`src/rtl/timer_pkg.sv`:
```
package timer_pkg;
  typedef enum logic [1:0] {
    FMT_NONE = 2'b00,
    FMT_LO   = 2'b01,
    FMT_HI   = 2'b10,
    FMT_LH   = 2'b11
  } fmt_e;

  localparam logic [1:0] SEL_STATUS = 2'b11;
  localparam logic [1:0] CTRL_ADDR  = 2'b11;
endpackage

```
`src/rtl/timer_bus_sync.sv`:
```
module timer_bus_sync #(
  parameter int ADDR_W  = 2,
  parameter int CHAN_ID = 0
) (
  input  logic              clk,
  input  logic              rst,
  input  logic              cs_n,
  input  logic              rd_n,
  input  logic              wr_n,
  input  logic [ADDR_W-1:0] addr,
  output logic              ctl_fire,
  output logic              cnt_wr_fire,
  output logic              cnt_rd_fire
);
  localparam logic [ADDR_W-1:0] MY_ADDR = ADDR_W'(CHAN_ID);
  localparam logic [ADDR_W-1:0] CTL_ADDR = {ADDR_W{1'b1}};

  logic rd_q, wr_q;
  logic rd_edge, wr_edge;

  always_ff @(posedge clk) begin
    if (rst) begin
      rd_q <= 1'b1;
      wr_q <= 1'b1;
    end else begin
      rd_q <= rd_n;
      wr_q <= wr_n;
    end
  end

  assign rd_edge     = !cs_n && !rd_n && rd_q;
  assign wr_edge     = !cs_n && !wr_n && wr_q;
  assign ctl_fire    = wr_edge && (addr == CTL_ADDR);
  assign cnt_wr_fire = wr_edge && (addr == MY_ADDR);
  assign cnt_rd_fire = rd_edge && (addr == MY_ADDR);
endmodule

```
`src/rtl/timer_count_core.sv`:
```
module timer_count_core #(
  parameter int CNT_W = 16
) (
  input  logic             clk,
  input  logic             rst,
  input  logic             cnt_tick,
  input  logic             gate,
  input  logic             mode_wr,
  input  logic             load_req,
  input  logic [CNT_W-1:0] stage,
  output logic [CNT_W-1:0] count,
  output logic             out,
  output logic             null_cnt
);
  localparam logic [CNT_W-1:0] ONE = CNT_W'(1);
  localparam logic [CNT_W-1:0] TWO = CNT_W'(2);

  logic pend;
  logic run;

  always_ff @(posedge clk) begin
    if (rst) begin
      count    <= '0;
      out      <= 1'b1;
      null_cnt <= 1'b0;
      pend     <= 1'b0;
      run      <= 1'b0;
    end else if (mode_wr) begin
      out      <= 1'b1;
      null_cnt <= 1'b1;
      pend     <= 1'b0;
      run      <= 1'b0;
    end else begin
      if (cnt_tick && pend) begin
        count    <= stage;
        pend     <= 1'b0;
        null_cnt <= 1'b0;
        run      <= 1'b1;
        out      <= 1'b1;
      end else if (cnt_tick && gate && run) begin
        if (count == ONE) begin
          count <= stage;
          out   <= 1'b1;
        end else begin
          count <= count - ONE;
          if (count == TWO) out <= 1'b0;
        end
      end
      if (load_req) begin
        pend     <= 1'b1;
        null_cnt <= 1'b1;
      end
    end
  end
endmodule

```
`src/rtl/timer_readout.sv`:
```
module timer_readout
  import timer_pkg::*;
#(
  parameter int BYTE_W = 8
) (
  input  logic                clk,
  input  logic                rst,
  input  logic [2*BYTE_W-1:0] count,
  input  logic [BYTE_W-1:0]   status_in,
  input  fmt_e                fmt,
  input  logic                latch_cmd,
  input  logic                status_cmd,
  input  logic                mode_wr,
  input  logic                rd_fire,
  output logic [BYTE_W-1:0]   dout
);
  logic [2*BYTE_W-1:0] hold_val;
  logic [2*BYTE_W-1:0] view;
  logic                hold_on;
  logic [BYTE_W-1:0]   stat;
  logic                stat_on;
  logic                rd_hi;

  assign view = hold_on ? hold_val : count;

  always_ff @(posedge clk) begin
    if (rst) begin
      hold_val <= '0;
      hold_on  <= 1'b0;
      stat     <= '0;
      stat_on  <= 1'b0;
      rd_hi    <= 1'b0;
      dout     <= '0;
    end else begin
      if (latch_cmd && !hold_on) begin
        hold_val <= count;
        hold_on  <= 1'b1;
      end
      if (status_cmd && !stat_on) begin
        stat    <= status_in;
        stat_on <= 1'b1;
      end
      if (mode_wr) begin
        rd_hi   <= 1'b0;
        hold_on <= 1'b0;
      end
      if (rd_fire) begin
        if (stat_on) begin
          dout    <= stat;
          stat_on <= 1'b0;
        end else begin
          unique case (fmt)
            FMT_LO: begin
              dout    <= view[BYTE_W-1:0];
              hold_on <= 1'b0;
            end
            FMT_HI: begin
              dout    <= view[2*BYTE_W-1:BYTE_W];
              hold_on <= 1'b0;
            end
            FMT_LH: begin
              if (!rd_hi) begin
                dout  <= view[BYTE_W-1:0];
                rd_hi <= 1'b1;
              end else begin
                dout    <= view[2*BYTE_W-1:BYTE_W];
                rd_hi   <= 1'b0;
                hold_on <= 1'b0;
              end
            end
            default: dout <= '0;
          endcase
        end
      end
    end
  end
endmodule

```
`src/rtl/timer_channel.sv`:
```
module timer_channel
  import timer_pkg::*;
#(
  parameter int BYTE_W  = 8,
  parameter int ADDR_W  = 2,
  parameter int CHAN_ID = 0
) (
  input  logic              clk,
  input  logic              rst,
  input  logic              cs_n,
  input  logic              rd_n,
  input  logic              wr_n,
  input  logic [ADDR_W-1:0] addr,
  input  logic [BYTE_W-1:0] din,
  output logic [BYTE_W-1:0] dout,
  input  logic              cnt_tick,
  input  logic              gate,
  output logic              out
);
  localparam int CNT_W = 2 * BYTE_W;
  localparam logic [1:0] MY_SEL = 2'(CHAN_ID);

  logic ctl_fire, cnt_wr_fire, cnt_rd_fire;
  logic mode_wr, latch_cmd, status_cmd;
  fmt_e fmt;
  logic [2:0] mode;
  logic bcd;
  logic wr_hi;
  logic load_req;
  logic [CNT_W-1:0] stage;
  logic [CNT_W-1:0] count;
  logic null_cnt;
  logic [BYTE_W-1:0] status_byte;

  timer_bus_sync #(.ADDR_W(ADDR_W), .CHAN_ID(CHAN_ID)) u_bus (
    .clk(clk), .rst(rst), .cs_n(cs_n), .rd_n(rd_n), .wr_n(wr_n), .addr(addr),
    .ctl_fire(ctl_fire), .cnt_wr_fire(cnt_wr_fire), .cnt_rd_fire(cnt_rd_fire)
  );

  assign mode_wr    = ctl_fire && (din[7:6] == MY_SEL) && (din[5:4] != 2'b00);
  assign latch_cmd  = ctl_fire && (din[7:6] == MY_SEL) && (din[5:4] == 2'b00);
  assign status_cmd = ctl_fire && (din[7:6] == SEL_STATUS);

  always_ff @(posedge clk) begin
    if (rst) begin
      fmt      <= FMT_NONE;
      mode     <= '0;
      bcd      <= 1'b0;
      wr_hi    <= 1'b0;
      stage    <= '0;
      load_req <= 1'b0;
    end else begin
      load_req <= 1'b0;
      if (mode_wr) begin
        fmt   <= fmt_e'(din[5:4]);
        mode  <= din[3:1];
        bcd   <= din[0];
        wr_hi <= 1'b0;
      end else if (cnt_wr_fire) begin
        unique case (fmt)
          FMT_LO: begin
            stage    <= {{BYTE_W{1'b0}}, din};
            load_req <= 1'b1;
          end
          FMT_HI: begin
            stage    <= {din, {BYTE_W{1'b0}}};
            load_req <= 1'b1;
          end
          FMT_LH: begin
            if (!wr_hi) begin
              stage[BYTE_W-1:0] <= din;
              wr_hi             <= 1'b1;
            end else begin
              stage[CNT_W-1:BYTE_W] <= din;
              wr_hi                 <= 1'b0;
              load_req              <= 1'b1;
            end
          end
          default: ;
        endcase
      end
    end
  end

  timer_count_core #(.CNT_W(CNT_W)) u_core (
    .clk(clk), .rst(rst), .cnt_tick(cnt_tick), .gate(gate), .mode_wr(mode_wr),
    .load_req(load_req), .stage(stage), .count(count), .out(out), .null_cnt(null_cnt)
  );

  assign status_byte = BYTE_W'({out, null_cnt, fmt, mode, bcd});

  timer_readout #(.BYTE_W(BYTE_W)) u_rd (
    .clk(clk), .rst(rst), .count(count), .status_in(status_byte), .fmt(fmt),
    .latch_cmd(latch_cmd), .status_cmd(status_cmd), .mode_wr(mode_wr),
    .rd_fire(cnt_rd_fire), .dout(dout)
  );
endmodule

```
`config.mk`:
```
export PLATFORM = sky130hd
export DESIGN_NAME = timer_channel
export DESIGN_NICKNAME = d
export VERILOG_FILES = /design/src/rtl/timer_pkg.sv /design/src/rtl/timer_bus_sync.sv /design/src/rtl/timer_count_core.sv /design/src/rtl/timer_readout.sv /design/src/rtl/timer_channel.sv
export SDC_FILE = /design/constraint.sdc
export NUM_CORES = 1
export LEC_CHECK = 0
export ABC_AREA = 0
export BUFFER_PORTS_ARGS = -buffer_cell sky130_fd_sc_hd__buf_2
export CORE_MARGIN = 5
export CORE_UTILIZATION = 50
export CTS_CLUSTER_SIZE = 16
export DETAILED_ROUTE_END_ITERATION = 7
export GPL_TIMING_DRIVEN = 0
export PLACE_DENSITY = 0.69
export SLEW_MARGIN = 5
export SYNTH_ARGS = -nofsm -noshare
export SYNTH_HDL_FRONTEND = slang
export SYNTH_HIERARCHICAL = 1
export SYNTH_SLANG_ARGS = --single-unit
```
`constraint.sdc`:
```
create_clock -name clk -period 3.39 [get_ports clk]
set_input_delay 0.8475 -clock clk [delete_from_list [all_inputs] [get_ports clk]]
set_output_delay 0.8475 -clock clk [all_outputs]
set_load 0.005 [all_outputs]
```
==> metrics, run 1 <==
global-route wire length before repair=17.3 mm; Async SR Flop Fraction=0%; Period minus WS final=3.16 ns; fmax=317 MHz; vias in the first global route=3,465; status=completed; GPL Wtd Cong=0.857; WP data arrival=3.45 ns; synthesized area per cell=8.65 um^2; Pins Over Slew Limit=0; critical path startpoint category=primary input; Via density=5.92; final instance area=4620 um^2; Sw Pwr=0.406 mW; WL final=10.5 mm; Sw Share=24.3%; wire per inst=16.7 um; number of synthesized flops with an enable pin=0; Setup violations, final=0; grt ovf=0; Int Pwr=1.26 mW; Hold Violations, Final=0; Sequential Power Share=57.3%; Initial Util=51.2%; # Post-CTS Setup Buffers=0; 1st-pass router iterations=5; Gate Count Post-Synth=484; worst hold-check path type=reg2reg; Seq/Total Area, Yosys=38.7%; Primary FF master, synth=dfxtp_1; grt met1 use=29.7%; Die Width=102 um; FF+latch count, synth=81; dpl cells=614; met2 Usage GRT=33.5%; CTS Buf Count=9; share of post-route cells with drive strength above 1=18.1%; Clock Skews=0.0105 ns; Clock Latency Late Sink=0.36 ns; CTS root buf=clkbuf_8; io pins=26; final antenna-violating net count=0; placed instance area=4440 um^2; Final Total Pwr=1.67 mW; largest net degree at the start of global routing=14; post-synthesis cell area=4190 um^2; initial detailed-routing violation count=231; Core ar.=8180 um^2; Clock Pin Slew Worst Setup and Hold Paths=0.09 ns; kind of end point of the critical path=flip-flop; Slew @ Worst Pin=0.557 ns; CTS tree=yes; initial antenna violation count=0; critical path fanouts, max=10; Distinct cells, synth=64; met3 Usage GRT=3.79%; Seq. cell area=1620 um^2; IO buf count=25; Final Worst Setup Slack=0.231 ns; routed vias=3,726; # diodes=0; Comb pwr share=4.3%; syn nets=507; Leak=1.66 nW; peak supply drop=0.179 mV; RR Startpoint=u_bus/wr_q; # Max-Cap Violations=0; RSZ-0062 raised after global routing=no; # DRC=0; grt peak-use layer=met2; Tot GR Track Use=21.2%; Die Y=102 um; CP Data Required Time=3.68 ns; CTS H-tree lvls=3; clock network power share=38.3%; Multi-input gate area=2290 um^2; hpwl dp=7.73 mm; most frequent cells in the layout=81 x dfxtp_1, 65 x nand2_1, 47 x a21oi_1, 35 x buf_2, 28 x nor2_1; max_slew headroom=62.8%; commonest non-fill, non-tap cell in the layout=dfxtp_1; CTS sink count=81; die area=10,300 um^2; area grow syn2layout=10.3%; period utilisation layout=93.2%; PwrDens=362 nW/um^2; Layout Nets=543; Hold Crit Start=mode[0]; post-route insts no fill=629; Fillers=768; Ys Warns=6; critical path class=in2reg; worst slack at placement=-0.298 ns; hold_buf cts=0; Site Rows=33; critical path launch point=wr_n; clk buf depth=2
final cells by class:
cell class / count / share of cell area (%)
well taps: 105 / 2.85
plain buffers: 33 / 4.28
clock buffers: 11 / 3.06
flip-flops and latches: 81 / 35.1
multi-input cells: 348 / 49.6
inverters: 22 / 1.79
clock inverters: 4 / 0.623
repair buffers: 25 / 2.71
worst max-delay path, cell delays in order:
cell	delay, ns
buf_2	0.10
nor2_1	0.11
and4_1	0.29
or3b_1	0.35
buf_2	0.19
nor2_2	0.41
nand2b_1	0.21
nand2b_1	0.19
clkbuf_1	0.40
o21ai_0	0.17
a31oi_1	0.17
cells by family (layout without fill, tap and decap cells):
logic type / Yosys count / count (layout) / synth area share [%]
XOR/XNOR: 1 / 1 / 0.209
AND/OR/NAND/NOR: 183 / 183 / 22.9
AO/OA/AOI/OAI: 132 / 132 / 22.9
flip-flops: 81 / 81 / 38.7
multiplexers: 26 / 26 / 6.81
adder cells (fa/ha/maj): 6 / 6 / 1.79
buffers and inverters: 55 / 95 / 6.69
timing repair:
action                                  4_1_cts  5_1_grt
hold endpoints to repair                      0        0
endpoints found under the setup margin        0       11
resized for setup                             0        1
flip-flops by register name (all words and copies together) (netlist names):
register         cells
u_core/pend          1
u_bus/wr_q           1
wr_hi                1
u_core/count        16
mode                 3
u_rd/stat            8
u_core/out           1
fmt                  2
u_rd/hold_on         1
u_rd/stat_on         1
u_rd/rd_hi           1
bcd                  1
u_rd/hold_val       16
stage               16
u_rd/dout            8
u_core/run           1
u_bus/rd_q           1
u_core/null_cnt      1
load_req             1
per-stage QoR:
step | util (%) | setup TNS (ns) | hold WS (ns)
6_report | 56.5 | 0 | 0.457
5_1_grt | 56.5 | 0 | 0.474
4_1_cts | 56.4 | 0 | 0.456
3_5_place_dp | 54.3 | -2.83 | 0.444
3_3_place_gp | 54.3 | -2.67 | 0.439
2_1_floorplan | - | 0 | 0.428
cell usage after synthesis, types with 9 or more instances:
cell type,n,area share [%]
a21oi_1,47,5.6
a21boi_0,10,1.8
mux2i_1,9,2.2
buf_2,10,1.2
nand2b_1,16,2.4
nand3_1,14,1.7
mux2_2,16,4.3
nor3_1,12,1.4
o32ai_1,14,2.9
o21ai_0,11,1.3
nor2_1,29,2.6
inv_1,22,2.0
nand2_1,65,5.8
dfxtp_1,81,39
clkbuf_1,11,0.99
worst paths after layout:
check | end | depth (start not counted) | slack, ns
max | u_core/count[8] | 11 | 0.23
min | u_rd/stat[1] | 2 | 0.46
max reg2reg | u_core/count[8] | 9 | 0.61
min reg2reg | u_rd/stat[1] | 2 | 0.46
per-layer routing:
layer	vias up	share of wire, %
met2	113	46
met5	-	0
met4	0	1.1
met1	1769	47
li1	1832	-
met3	12	5.6
power by group through the flow:
stage / clock [mW] / combinational (mW) / sequential, mW
after floorplan: 0 / 0.0399 / 0.980
after global placement: 0 / 0.0705 / 0.980
after detailed placement: 0 / 0.0720 / 0.980
after CTS: 0.648 / 0.0720 / 0.958
after global routing: 0.692 / 0.0793 / 0.958
final: 0.641 / 0.0724 / 0.958
No activity file was read; power rests on OpenSTA's default activity.
==> run 2, diff against run 1 <==
Settings changed: PLACE_DENSITY 0.69 to default, PLACE_DENSITY_LB_ADDON from default to 0.15.
==> metrics, run 2 (synthesis gave the netlist of run 1 again) <==
Slew @ Worst Pin=0.564 ns (+0.00626 ns); final antenna-violating net count=0 (unchanged); initial detailed-routing violation count=280 (+21%); critical path launch point=wr_n; # Post-CTS Setup Buffers=0 (unchanged); Hold Path Cell Cnt=2 (unchanged); kind of end point of the critical path=flip-flop; io pins=26 (unchanged); PwrDens=406 nW/um^2 (+12%); area grow syn2layout=12.3%; Via density=5.89 (-0.56%); Worst path max stage delay=0.42 ns (about the same); initial antenna violation count=0 (unchanged); worst hold-check path type=reg2reg; Critical Path Stages=12 (+1); Setup violations, final=0 (unchanged); die area=10,300 um^2 (unchanged); Period minus WS final=3.17 ns (+0.00981 ns); critical path startpoint category=primary input; Core ar.=8180 um^2 (unchanged); peak supply drop=0.299 mV (+67%); status=completed; Clock Pin Slew Worst Setup and Hold Paths=0.09 ns (about the same); max_slew headroom=62.4% (-0.42 points); CTS H-tree lvls=3 (unchanged); critical path fanouts, max=10 (unchanged); global-route wire length before repair=17.4 mm (+0.52%); Die Y=102 um (unchanged); grt ovf=0 (unchanged); cells on worst reg2reg path=10 (+1); CTS Buf Count=9 (unchanged); CTS root buf=clkbuf_8; Multi-input gate area=2290 um^2 (unchanged); WP data arrival=3.38 ns (-0.07 ns); Final Total Pwr=1.91 mW (+14%); critical path cell sequence=buf_2 -> nor2_1 -> and4_1 -> or3b_1 -> buf_2 -> nor2_2 -> nand2b_1 -> nand2b_1 -> clkbuf_1 -> nor2_1 -> nand4b_1 -> a31oi_1; critical path buffer and inverter count=3 (unchanged); vias in the first global route=3,435 (-0.87%); Clock Skews=0.00743 ns (-0.00310 ns); Layout Nets=543 (unchanged); CTS sink count=81 (unchanged); share of post-route cells with drive strength above 1=18.3% (+0.16 points); RR Startpoint=u_bus/wr_q; Die Width=102 um (unchanged); placed instance area=4440 um^2 (unchanged); Crit path max-delay family=simple AND/OR/NAND/NOR gates; IO buf count=25 (unchanged); Pins Over Slew Limit=0 (unchanged); Hold EP=u_rd/stat[0]; Leak=1.71 nW (+2.7%); largest registers=stage x16, u_core/count x16, u_rd/hold_val x16; Hold Violations, Final=0 (unchanged); worst reg2reg setup slack=0.63 ns (+0.02 ns); RSZ-0062 raised after global routing=no; hpwl dp=7.85 mm (+1.5%); Initial Util=51.2% (unchanged); # DRC=0 (unchanged); Site Rows=33 (unchanged); GPL Wtd Cong=0.860 (+0.40%); final instance area=4700 um^2 (+1.8%); Tot GR Track Use=21.5% (+0.35 points); clk buf depth=2 (unchanged); WL final=10.7 mm (+1.7%); critical path class=in2reg; fmax=316 MHz (-0.31%); Hold Crit Start=bcd; commonest non-fill, non-tap cell in the layout=dfxtp_1; CP max stage cell=nor2_2; # diodes=0 (unchanged); FF-to-FF End=u_core/count[14]; 1st-pass router iterations=5 (unchanged); Clock Latency Late Sink=0.34 ns (-0.02 ns); wire per inst=17.0 um (+1.6%); CTS tree=yes; period utilisation layout=93.5% (+0.29 points); CP Data Required Time=3.60 ns (-0.08 ns); # Max-Cap Violations=0 (unchanged); largest net degree at the start of global routing=14 (unchanged); most frequent cells in the layout=81 x dfxtp_1, 65 x nand2_1, 47 x a21oi_1, 35 x buf_2, 28 x nor2_1; hold_buf cts=0 (unchanged); routed vias=3,711 (-0.40%); Seq. cell area=1620 um^2 (unchanged); Fillers=752 (-2.1%)
## run 2: repair_timing
item                       in CTS  in global routing
setup endpoints to repair       0                  9
gates resized for setup         0                  1
hold endpoints to repair        0                  0
## run 2: how the worst max path moves through the flow
stage               slack [ns]                to
detailed placement       -0.31  u_core/count[14]
floorplan                 0.39  u_core/count[14]
finish                    0.22  u_core/count[14]
global route              0.08  u_core/count[12]
CTS                       0.06   u_core/count[8]
global placement         -0.28   u_core/count[8]
## run 2: cell type report
type                            count  share of cell area [%]
Inverter                           22                    1.76
Multi-Input combinational cell    348                    48.7
Clock buffer                       12                    3.30
Buffer                             33                    4.21
Timing Repair Buffer               25                    2.66
Clock inverter                      4                    2.10
Tap cell                          105                    2.80
Sequential cell                    81                    34.5
## run 2: report_power, final
part,switching (mW),internal (mW)
clock network,0.348,0.532
logic,0.0466,0.0262
registers,0.00231,0.955
## run 2: metrics by stage
step                      instances  worst slack (ns)  util, %  hold WS [ns]  setup TNS (ns)
after detailed placement        614            -0.306     54.3         0.445           -2.94
after global routing            630            0.0829     57.5         0.468               0
final                           630             0.221     57.5         0.454               0
after floorplan                 484             0.388        -         0.428               0
after global placement          614            -0.276     54.3         0.439           -2.55
after CTS                       630            0.0609     57.5         0.447               0
## run 2: tightest hold or removal path, cell delays in order, from the launching register on
cell and delay [ns]:
dfxtp_1 0.31, nand2_1 0.06, a21oi_1 0.05
## run 2: per-layer routing
metal  up-vias  wire (um)  global-route usage (%)
li1       1832          -                       -
met2        93       5020                    33.6
met3         4        420                    4.55
met4         0        111                    5.52
met1      1782       5160                    30.4
met5         -          0                       0
==> run 3, diff against run 2 <==
Clock period 3.39 ns to 3 ns, I/O delays scaled along.
==> metrics, run 3 (synthesis gave the netlist of run 1 again) <==
status=completed; critical path class=in2reg; CTS tree=yes; area grow syn2layout=12.4%; Pins Over Slew Limit=0 (unchanged); Clock Latency Late Sink=0.34 ns (about the same); CTS Buf Count=9 (unchanged); critical path startpoint category=primary input; Leak=1.71 nW (+0.16%); Die Y=102 um (unchanged); RSZ-0062 raised after global routing=no; worst slack at placement=-0.599 ns (-0.293 ns); Via density=5.88 (-0.24%); IO buf count=25 (unchanged); grt ovf=0 (unchanged); # DRC=0 (unchanged); final instance area=4710 um^2 (+0.13%); # Post-CTS Setup Buffers=0 (unchanged); clk buf depth=2 (unchanged); die area=10,300 um^2 (unchanged); 1st-pass router iterations=5 (unchanged); routed vias=3,702 (-0.24%); initial detailed-routing violation count=283 (+1.1%); critical path fanouts, max=10 (unchanged); largest registers=stage x16, u_core/count x16, u_rd/hold_val x16; Clock Skews=0.00780 ns (+0.000371 ns); hold_buf cts=0 (unchanged); # diodes=0 (unchanged); share of post-route cells with drive strength above 1=18.5% (+0.19 points); period utilisation layout=94.5%; placed instance area=4440 um^2 (unchanged); WP data arrival=3.05 ns (-0.33 ns); largest net degree at the start of global routing=14 (unchanged); most frequent cells in the layout=81 x dfxtp_1, 65 x nand2_1, 47 x a21oi_1, 35 x buf_2, 28 x nor2_1; CP Data Required Time=3.21 ns (-0.39 ns); max_slew headroom=60.3% (-2.1 points); initial antenna violation count=0 (unchanged); CTS H-tree lvls=3 (unchanged); # Max-Cap Violations=0 (unchanged); Setup violations, final=0 (unchanged); worst reg2reg setup slack=0.48 ns (-0.15 ns); Core ar.=8180 um^2 (unchanged); Hold Violations, Final=0 (unchanged); CTS root buf=clkbuf_8; Die Width=102 um (unchanged); io pins=26 (unchanged); Site Rows=33 (unchanged); worst hold-check path type=reg2reg; WL final=10.8 mm (+0.54%); wire per inst=17.1 um (+0.54%); Period minus WS final=2.83 ns; Layout Nets=543 (unchanged); Clock Pin Slew Worst Setup and Hold Paths=0.08 ns (about the same); CTS sink count=81 (unchanged); GPL Wtd Cong=0.860 (unchanged); global-route wire length before repair=17.4 mm (+0.24%); peak supply drop=0.338 mV (+13%); dpl cells=614 (unchanged); vias in the first global route=3,431 (-0.12%); hpwl dp=7.85 mm (unchanged); Slew @ Worst Pin=0.594 ns (+0.0300 ns); Initial Util=51.2% (unchanged); fmax=353 MHz; Tot GR Track Use=21.6% (+0.029 points); Final Worst Setup Slack=0.166 ns (-0.0552 ns); PwrDens=459 nW/um^2 (+13%); final antenna-violating net count=0 (unchanged); commonest non-fill, non-tap cell in the layout=dfxtp_1; post-route insts no fill=630 (unchanged); kind of end point of the critical path=flip-flop
-- run 3: repair_timing --
| item | CTS | global route |
|---|---|---|
| hold endpoints to repair | 0 | 0 |
| resized for setup | 2 | 2 |
| setup endpoints to repair | 13 | 5 |
-- run 3: path summary, 6_finish.rpt --
check / start / cells past startpoint / end
min: bcd / 2 / u_rd/stat[0]
max reg2reg: u_bus/wr_q / 10 / u_core/count[14]
max: wr_n / 12 / u_core/count[14]
min reg2reg: bcd / 2 / u_rd/stat[0]
-- run 3: metrics by stage --
stage / hold slack, ns / power (mW) / setup TNS (ns) / utilization [%]
global route: 0.468 / 2.25 / 0 / 57.6
detailed placement: 0.445 / 1.19 / -7.62 / 54.3
floorplan: 0.428 / 1.15 / 0 / -
global placement: 0.439 / 1.19 / -7.20 / 54.3
CTS: 0.447 / 2.18 / 0 / 57.5
finish: 0.453 / 2.16 / 0 / 57.6
-- run 3: routing by layer --
layer / routed length, um / up-vias / share of wire [%] / track usage [%]
met1: 5200 / 1778 / 48 / 30.5
met5: 0 / - / 0 / 0
met2: 5000 / 89 / 46 / 33.7
met4: 113 / 0 / 1.0 / 5.32
li1: - / 1831 / - / -
met3: 456 / 4 / 4.2 / 4.55
-- run 3: cell type report --
type	count	area (um^2)
Fill cell	751	3470
Multi-Input combinational cell	348	2290
Sequential cell	81	1620
Buffer	33	199
Clock buffer	12	155
Tap cell	105	131
Timing Repair Buffer	25	125
Clock inverter	4	98.8
Inverter	22	82.6
-- run 3: worst max-delay path, cell delays in order --
cell and delay (ns):
buf_2 0.10, nor2_1 0.11, and4_1 0.32, or3b_1 0.35
buf_2 0.20, nor2_4 0.28, nand2b_1 0.18, nor2_1 0.07
clkbuf_1 0.24, nand2_1 0.17, a2bb2oi_1 0.17, a31oi_1 0.10
-- run 3: report_power, final --
group          leakage (nW)  switching (mW)  internal (mW)
clock                 0.127           0.394          0.601
sequential            0.653         0.00259           1.08
combinational         0.930          0.0530         0.0296
total                  1.71           0.449           1.71
